==> src/rtl/regbuf_pkg.sv <==
// Package: shared mode type and configuration decode for the registered buffer.
// Assumes the two configuration pins are static outside reset.
package regbuf_pkg;

    typedef enum logic [1:0] {
        MODE_WIDE  = 2'd0,
        MODE_FAN_A = 2'd1,
        MODE_FAN_B = 2'd2
    } fan_mode_e;

    // Map the two configuration pins onto a routing mode.
    function automatic fan_mode_e decode_mode(input logic fanout, input logic layout);
        if (!fanout)
            return MODE_WIDE;
        else if (!layout)
            return MODE_FAN_A;
        else
            return MODE_FAN_B;
    endfunction

endpackage

==> src/rtl/regbuf_capture.sv <==
// Module: regbuf_capture
// Captures the data bank on the rising edge unless both chip-selects are
// high, and registers the first chip-select on every edge.
// Assumes: rst_n is asynchronous active-low and clears all state.
module regbuf_capture #(
    parameter int DATA_W = 25
) (
    input  logic              clk,
    input  logic              rst_n,
    input  logic [DATA_W-1:0] d_in,
    input  logic              cs_a_n,
    input  logic              cs_b_n,
    output logic [DATA_W-1:0] data_q,
    output logic              cs_a_q
);

    logic hold_now;

    // Gating condition: both selects deasserted means keep the old data.
    always_comb begin
        hold_now = cs_a_n && cs_b_n;
    end

    // Data register with select-based hold.
    always_ff @(posedge clk or negedge rst_n) begin
        if (!rst_n)
            data_q <= '0;
        else if (!hold_now)
            data_q <= d_in;
    end

    // Chip-select copy, never gated.
    always_ff @(posedge clk or negedge rst_n) begin
        if (!rst_n)
            cs_a_q <= 1'b0;
        else
            cs_a_q <= cs_a_n;
    end

    assert_hold_R5: assert property (@(posedge clk) disable iff (!rst_n)
        (cs_a_n && cs_b_n) |=> $stable(data_q));

    assert_update_R6: assert property (@(posedge clk) disable iff (!rst_n)
        (!cs_a_n || !cs_b_n) |=> (data_q == $past(d_in)));

    assert_cs_copy_R9: assert property (@(posedge clk) disable iff (!rst_n)
        1'b1 |=> (cs_a_q == $past(cs_a_n)));

endmodule

==> src/rtl/regbuf_fanout.sv <==
// Module: regbuf_fanout
// Routes the captured bits onto the fixed output bus for the selected mode:
// 1:1 for the wide mode, or 1:2 with layout A (i, i+HALF_W) or
// layout B (2i, 2i+1).
// Assumes: DATA_W <= 2*HALF_W, and the mode is static outside reset.
module regbuf_fanout
    import regbuf_pkg::*;
#(
    parameter int DATA_W = 25,
    parameter int HALF_W = 14,
    parameter int OUT_W  = 2 * HALF_W
) (
    input  fan_mode_e         mode,
    input  logic [DATA_W-1:0] data_q,
    output logic [OUT_W-1:0]  q_out
);

    localparam int PAD_W = OUT_W - DATA_W;

    logic [OUT_W-1:0] wide_v;
    logic [OUT_W-1:0] fan_a_v;
    logic [OUT_W-1:0] fan_b_v;

    // Wide layout: straight copy with the upper outputs tied low.
    generate
        if (PAD_W > 0) begin : g_pad
            assign wide_v = {{PAD_W{1'b0}}, data_q};
        end else begin : g_nopad
            assign wide_v = data_q[OUT_W-1:0];
        end
    endgenerate

    // Fan-out layouts: each of the low HALF_W bits drives two outputs.
    generate
        for (genvar i = 0; i < HALF_W; i++) begin : g_pair
            assign fan_a_v[i]          = data_q[i];
            assign fan_a_v[i + HALF_W] = data_q[i];
            assign fan_b_v[2*i]        = data_q[i];
            assign fan_b_v[2*i + 1]    = data_q[i];
        end
    endgenerate

    // Pick the layout for the configured mode.
    always_comb begin
        unique case (mode)
            MODE_FAN_A: q_out = fan_a_v;
            MODE_FAN_B: q_out = fan_b_v;
            default:    q_out = wide_v;
        endcase
    end

endmodule

==> src/rtl/regbuf_top.sv <==
// Module: regbuf_top
// Configurable registered command/address buffer: a 25-bit 1:1 register or
// a 14-bit 1:2 register with two output layouts, chip-select output hold,
// and an asynchronous active-low reset that clears all outputs.
// Assumes: cfg_fanout and cfg_layout only change while rst_n is low.
module regbuf_top
    import regbuf_pkg::*;
#(
    parameter int DATA_W = 25,
    parameter int HALF_W = 14,
    parameter int OUT_W  = 2 * HALF_W
) (
    input  logic              clk,
    input  logic              rst_n,
    input  logic              cfg_fanout,
    input  logic              cfg_layout,
    input  logic              cs_a_n,
    input  logic              cs_b_n,
    input  logic [DATA_W-1:0] d_in,
    output logic [OUT_W-1:0]  q_out,
    output logic              cs_a_q
);

    fan_mode_e         mode;
    logic [DATA_W-1:0] data_q;
    logic [HALF_W-1:0] even_bits;
    logic [HALF_W-1:0] odd_bits;

    // Static configuration decode.
    always_comb begin
        mode = decode_mode(cfg_fanout, cfg_layout);
    end

    regbuf_capture #(.DATA_W(DATA_W)) capture_i (
        .clk    (clk),
        .rst_n  (rst_n),
        .d_in   (d_in),
        .cs_a_n (cs_a_n),
        .cs_b_n (cs_b_n),
        .data_q (data_q),
        .cs_a_q (cs_a_q)
    );

    regbuf_fanout #(.DATA_W(DATA_W), .HALF_W(HALF_W), .OUT_W(OUT_W)) fanout_i (
        .mode   (mode),
        .data_q (data_q),
        .q_out  (q_out)
    );

    // Split the output bus into even and odd positions for the layout check.
    always_comb begin
        for (int i = 0; i < HALF_W; i++) begin
            even_bits[i] = q_out[2*i];
            odd_bits[i]  = q_out[2*i + 1];
        end
    end

    assert_wide_path_R1: assert property (@(posedge clk) disable iff (!rst_n)
        (mode == MODE_WIDE && !(cs_a_n && cs_b_n))
        |=> (q_out[DATA_W-1:0] == $past(d_in)));

    assert_wide_upper_low_R1: assert property (@(posedge clk) disable iff (!rst_n)
        (mode == MODE_WIDE) |-> (q_out[OUT_W-1:DATA_W] == '0));

    assert_layout_a_pairs_R2: assert property (@(posedge clk) disable iff (!rst_n)
        (mode == MODE_FAN_A) |-> (q_out[HALF_W-1:0] == q_out[OUT_W-1:HALF_W]));

    assert_layout_b_pairs_R3: assert property (@(posedge clk) disable iff (!rst_n)
        (mode == MODE_FAN_B) |-> (even_bits == odd_bits));

    assert_reset_clear_R7: assert property (@(posedge clk)
        !rst_n |-> (q_out == '0 && cs_a_q == 1'b0));

endmodule

==> config.mk <==
export PLATFORM = sky130hd
export DESIGN_NAME = regbuf_top
export DESIGN_NICKNAME = d
export VERILOG_FILES = /design/src/rtl/regbuf_pkg.sv /design/src/rtl/regbuf_capture.sv /design/src/rtl/regbuf_fanout.sv /design/src/rtl/regbuf_top.sv
export SDC_FILE = /design/constraint.sdc
export NUM_CORES = 1
export LEC_CHECK = 0
export BUFFER_PORTS_ARGS = -buffer_cell sky130_fd_sc_hd__buf_2
export CAP_MARGIN = 20
export CORE_ASPECT_RATIO = 0.8
export CORE_MARGIN = 4
export CORE_UTILIZATION = 30
export CTS_CLUSTER_DIAMETER = 150
export DETAILED_ROUTE_END_ITERATION = 10
export PLACE_DENSITY = 0.52
export SLEW_MARGIN = 20
export SYNTH_ARGS = -nofsm -noshare
export SYNTH_HDL_FRONTEND = slang
export SYNTH_SLANG_ARGS = --single-unit
==> constraint.sdc <==
create_clock -name clk -period 2.95 [get_ports clk]
set_clock_uncertainty 0.15 [all_clocks]
set_input_delay 0.59 -clock clk [delete_from_list [all_inputs] [get_ports clk]]
set_output_delay 0.59 -clock clk [all_outputs]
set_load 0.05 [all_outputs]
* Yosys cells after proc, flatten, opt, wreduce, memory -nomap -nowiden
Cells that the tools add are included.
** Cells by class
- Eq/ne operators :: 2
- Multiplexer cells :: 3
- Reduce and logical (&&, ||, !) cells :: 1
** Operator list (number)
- 28-bit one-hot mux with 2 select lines :: 1
- 2-bit two-way mux :: 2
- 2-bit by 1-bit == test with 1-bit output (second input constant) :: 1
- 2-bit == test (second input constant) :: 1
- 1-bit logical AND :: 1
** Word-level totals
- Flip-flop bits (word level) :: 26
- Input bits :: 31
- Logic and storage cells :: 8

* Depth between registers and ports, before layout
- Word-level depth :: 4
- Depth in mapped cells :: 4

* Modules after synthesis
Synthesis repeated with hierarchy kept, for this count alone.
** Second synthesis, totals
- Cell total of the unflattened synthesis :: 122
- Area total of the unflattened synthesis :: 1483.9 um2
** By module, submodules not included
- regbuf_capture :: times used 1, cells an instance 54, area each 1036.0 um2, sequential area each 650.6 um2
- regbuf_fanout :: times used 1, cells an instance 66, area each 431.7 um2, sequential area each 0.0 um2
- regbuf_top :: times used 1, cells an instance 2, area each 16.3 um2, sequential area each 0.0 um2

* Least setup slack after synthesis
No wires, ideal clock.
- Path kind :: input to output
- From :: input port cfg_layout
- To :: output port q_out[14]
- Arrival time :: 1.753 ns
- Required time :: 2.210 ns
- Path slack :: 0.457 ns
- Cell stages on the path :: 4
- Path buffers :: 2
- Cells stage by stage :: buf_6 buf_12 mux2i_1 a21oi_1
** On the way
- Longest elaborated chain between the ends :: 4
- Elaborated cells on any way between the ends :: 5
- Those cells by class :: 2 x eq/ne; 3 x mux
** Ends and longest elaborated chain
- from (decl) :: line regbuf_top.sv:16 : input logic cfg_layout,
- 2-bit two-way mux (*) :: line regbuf_pkg.sv:15 : else if (!layout)
- 2-bit two-way mux (*) :: line regbuf_pkg.sv:13 : if (!fanout)
- 2-bit == test or 2-bit by 1-bit == test with 1-bit output (tied branches) :: line regbuf_fanout.sv:45 : unique case (mode)
- 28-bit one-hot mux with 2 select lines (*) :: line regbuf_fanout.sv:45
- to (decl) :: line regbuf_top.sv:20 : output logic [OUT_W-1:0] q_out,
Mark *: on every way between the ends. The rest lies on a longest branch, timed or not.

* Worst setup path in the final report
- From :: input port cfg_fanout
- To :: output port q_out[1]
** On the way
- Longest elaborated chain between the ends :: 3
- Elaborated cells on any way between the ends :: 4
- Those cells by class :: 2 x eq/ne; 2 x mux
** Ends and longest elaborated chain
- from (decl) :: line regbuf_top.sv:15 : input logic cfg_fanout,
- 2-bit two-way mux (*) :: line regbuf_pkg.sv:13
- 2-bit == test or 2-bit by 1-bit == test with 1-bit output (tied branches) :: line regbuf_fanout.sv:45
- 28-bit one-hot mux with 2 select lines (*) :: line regbuf_fanout.sv:45
Marked as above.

==> flow_metrics.tcl <==
set metrics [dict create \
    ant_nets 0 \
    synthMuxAreaShare_pct 33.0 \
    ioPinCount 60 \
    period_share_pct 79.9 \
    postCtsHoldBufs 0 \
    peakVddDrop_mv 0.211 \
    area_delta_synth_final_pct 22.5 \
    async_flop_share_pct 100 \
    post-cts-setup-buffers 0 \
    powerDensity_nw_per_um2 534 \
    drt-total-wl_mm 3.63 \
    synth_top_family_by_area "multiplexers" \
    synth_top_area_cell "dfrtp_1" \
    fin_setup_tns_ns 0 \
    grt_pass1_vias 1213 \
    grt-ovfl-total 0 \
    cts_tree "yes" \
    synth-seq-area-share_pct 43.2 \
    path_depth 4 \
    netlist.area_leader.share_pct 43.2 \
    synthTopCellsByCount "dfrtp_1 (26), mux2_4 (20), mux2i_1 (13)" \
    drc 0 \
    critPathLaunchType "input port" \
    cp.required_ns 2.21 \
    synth_cell_type_count 16 \
    ys_ff_latch 26 \
    yosys_warnings 0 \
    rrSetupSlack_ns 1.95 \
    placed_area_um2 1790 \
    finalHoldViolCount 0 \
    cts_resized 0 \
    relSlewSlack_pct 62.1 \
    h-tree-depth 1 \
    start_util_pct 31.8 \
    syn_inst 119 \
    yosys.area_share.simple_pct 7.47 \
    path_buf_inv 2 \
    worstPathArrival_ns 1.62 \
    cp_cell_sequence "buf_2 > nand2_1 > mux2_2 > buf_2" \
    synth_fp_nets 150 \
    die-area_um2 6230 \
    r2r_end "capture_i.data_q[11]" \
    critPathMostFrequentCell "buf_2" \
    drtPass1Iterations 4 \
    coreArea_um2 4730 \
    portBuffers 59 \
    cpPeakStageDelay_ns 0.38 \
    rr_worst_depth 1 \
    fp.dieH_um 71.4 \
    grtUsageTotal_pct 12.0 \
    clock-sinks 26 \
    grt_pass1_wl_mm 5.87 \
    antenna_found_initial 0 \
    crit_type "in -> out" \
    yosys.area_share.adder_pct 0 \
    numCtsBuffers 3 \
    avgSynthCellArea_um2 12.7 \
    insertedDiodeCount 0 \
    rsz0062_at_grt "false" \
    num_rows 22 \
    clk_path_buf_depth 2 \
    tightestPinTransition_ns 0.568 \
    gp_congestion 0.725 \
    drv_slew 0 \
    reg2reg_from "capture_i.data_q[11]" \
    synth_enable_flop_cells 0 \
    clockRootBuffer "clkbuf_8" \
    syn_area_um2 1510 \
    wl_per_cell_um 15.5 \
    path_delay_family "multiplexers" \
    setup_violations 0 \
    synth.most_common_cell "dfrtp_1" \
    detail_route.vias_per_cell 4.66 \
    path_clk_slew_ns 0.09 \
    synth_ff_type "dfrtp_1" \
    critPathMaxFanout 13 \
    fin_crit_ns 2.36 \
    synthXorXnorAreaFrac_pct 0 \
    design_area_um2 1850 \
    status "finished, final reports clean" \
    drv_cap 0 \
    vias 1096 \
    fmax_ghz 0.424 \
    clk_latency_ns 0.26 \
    drt_iter0_drc 35 \
    dp_hpwl_mm 2.81 \
    die_x_um 87.3 \
    layout.nets 207 \
    critPathSlowestCell "mux2_2" \
    ys_top_cells_by_area "dfrtp_1 (43%), mux2_4 (20%), mux2i_1 (8.6%)" \
    drive_gt1_share_pct 52.6 \
    p_total_uw 987 \
    leakagePower_nw 1.03 \
    hold_path_class "in -> async" \
    cp-end-kind "output port" \
    synth-compound-area-share_pct 9.63 \
    grt_max_degree 32 \
]
[logic make-up after synthesis]
kind of cell    count (synthesis)
simple gates                   22
mux                            39
compound gates                 23
buf+inv                         9
flops                          26
[layout make-up]
cell class,instances,area (um2)
multi-input cells,84,756
clock buffers,4,55.1
flip-flops and latches,26,651
well taps,60,75.1
repair buffers,61,310
fillers,499,2890
[registers in the layout (all words and copies together), names as in the netlist]
| register | count |
|---|---|
| capture_i.cs_a_q | 1 |
| capture_i.data_q | 25 |
[layout by cell type (no fill, tap or decap), drive strengths merged]
cell type | synthesis | layout
nor2 | 11 | 11
nand2 | 2 | 2
a21oi | 11 | 11
and3 | 6 | 6
mux2 | 26 | 26
mux2i | 13 | 13
a21o | 12 | 12
and2 | 1 | 1
nor2b | 2 | 2
dfrtp | 26 | 26
buf | 9 | 61
clkbuf | 0 | 4
[through the flow]
stage	worst slack, ns	instances	utilization, %	hold WS, ns
2_1_floorplan	0.457	119	-	0.144
3_3_place_gp	0.629	231	37.8	0.342
3_5_place_dp	0.597	231	37.8	0.349
4_1_cts	0.595	235	39.0	0.169
5_1_grt	0.528	235	39.0	0.204
6_report	0.593	235	39.0	0.154
[layer usage]
layer / up-vias / track usage (%) / wire, um
met5: - / 0 / 0
met4: 0 / 1.53 / 25
met3: 4 / 4.60 / 276
met2: 37 / 18.2 / 1580
met1: 521 / 16.6 / 1750
li1: 534 / - / -
[report_power, final]
part	leakage (nW)	internal, mW	total (mW)	switching, mW
combinational	0.701	0.117	0.348	0.231
sequential	0.303	0.386	0.414	0.0287
clock	0.0288	0.119	0.225	0.106
[how the worst max path moves through the flow]
stage | slack [ns] | endpoint | start
after floorplan | 0.46 | q_out[14] | cfg_layout
after global placement | 0.63 | q_out[1] | cfg_fanout
after detailed placement | 0.60 | q_out[1] | cfg_fanout
after CTS | 0.60 | q_out[1] | cfg_fanout
after global routing | 0.53 | q_out[1] | cfg_fanout
final | 0.59 | q_out[1] | cfg_fanout
Note: power is estimated with default switching activity, not from simulation.
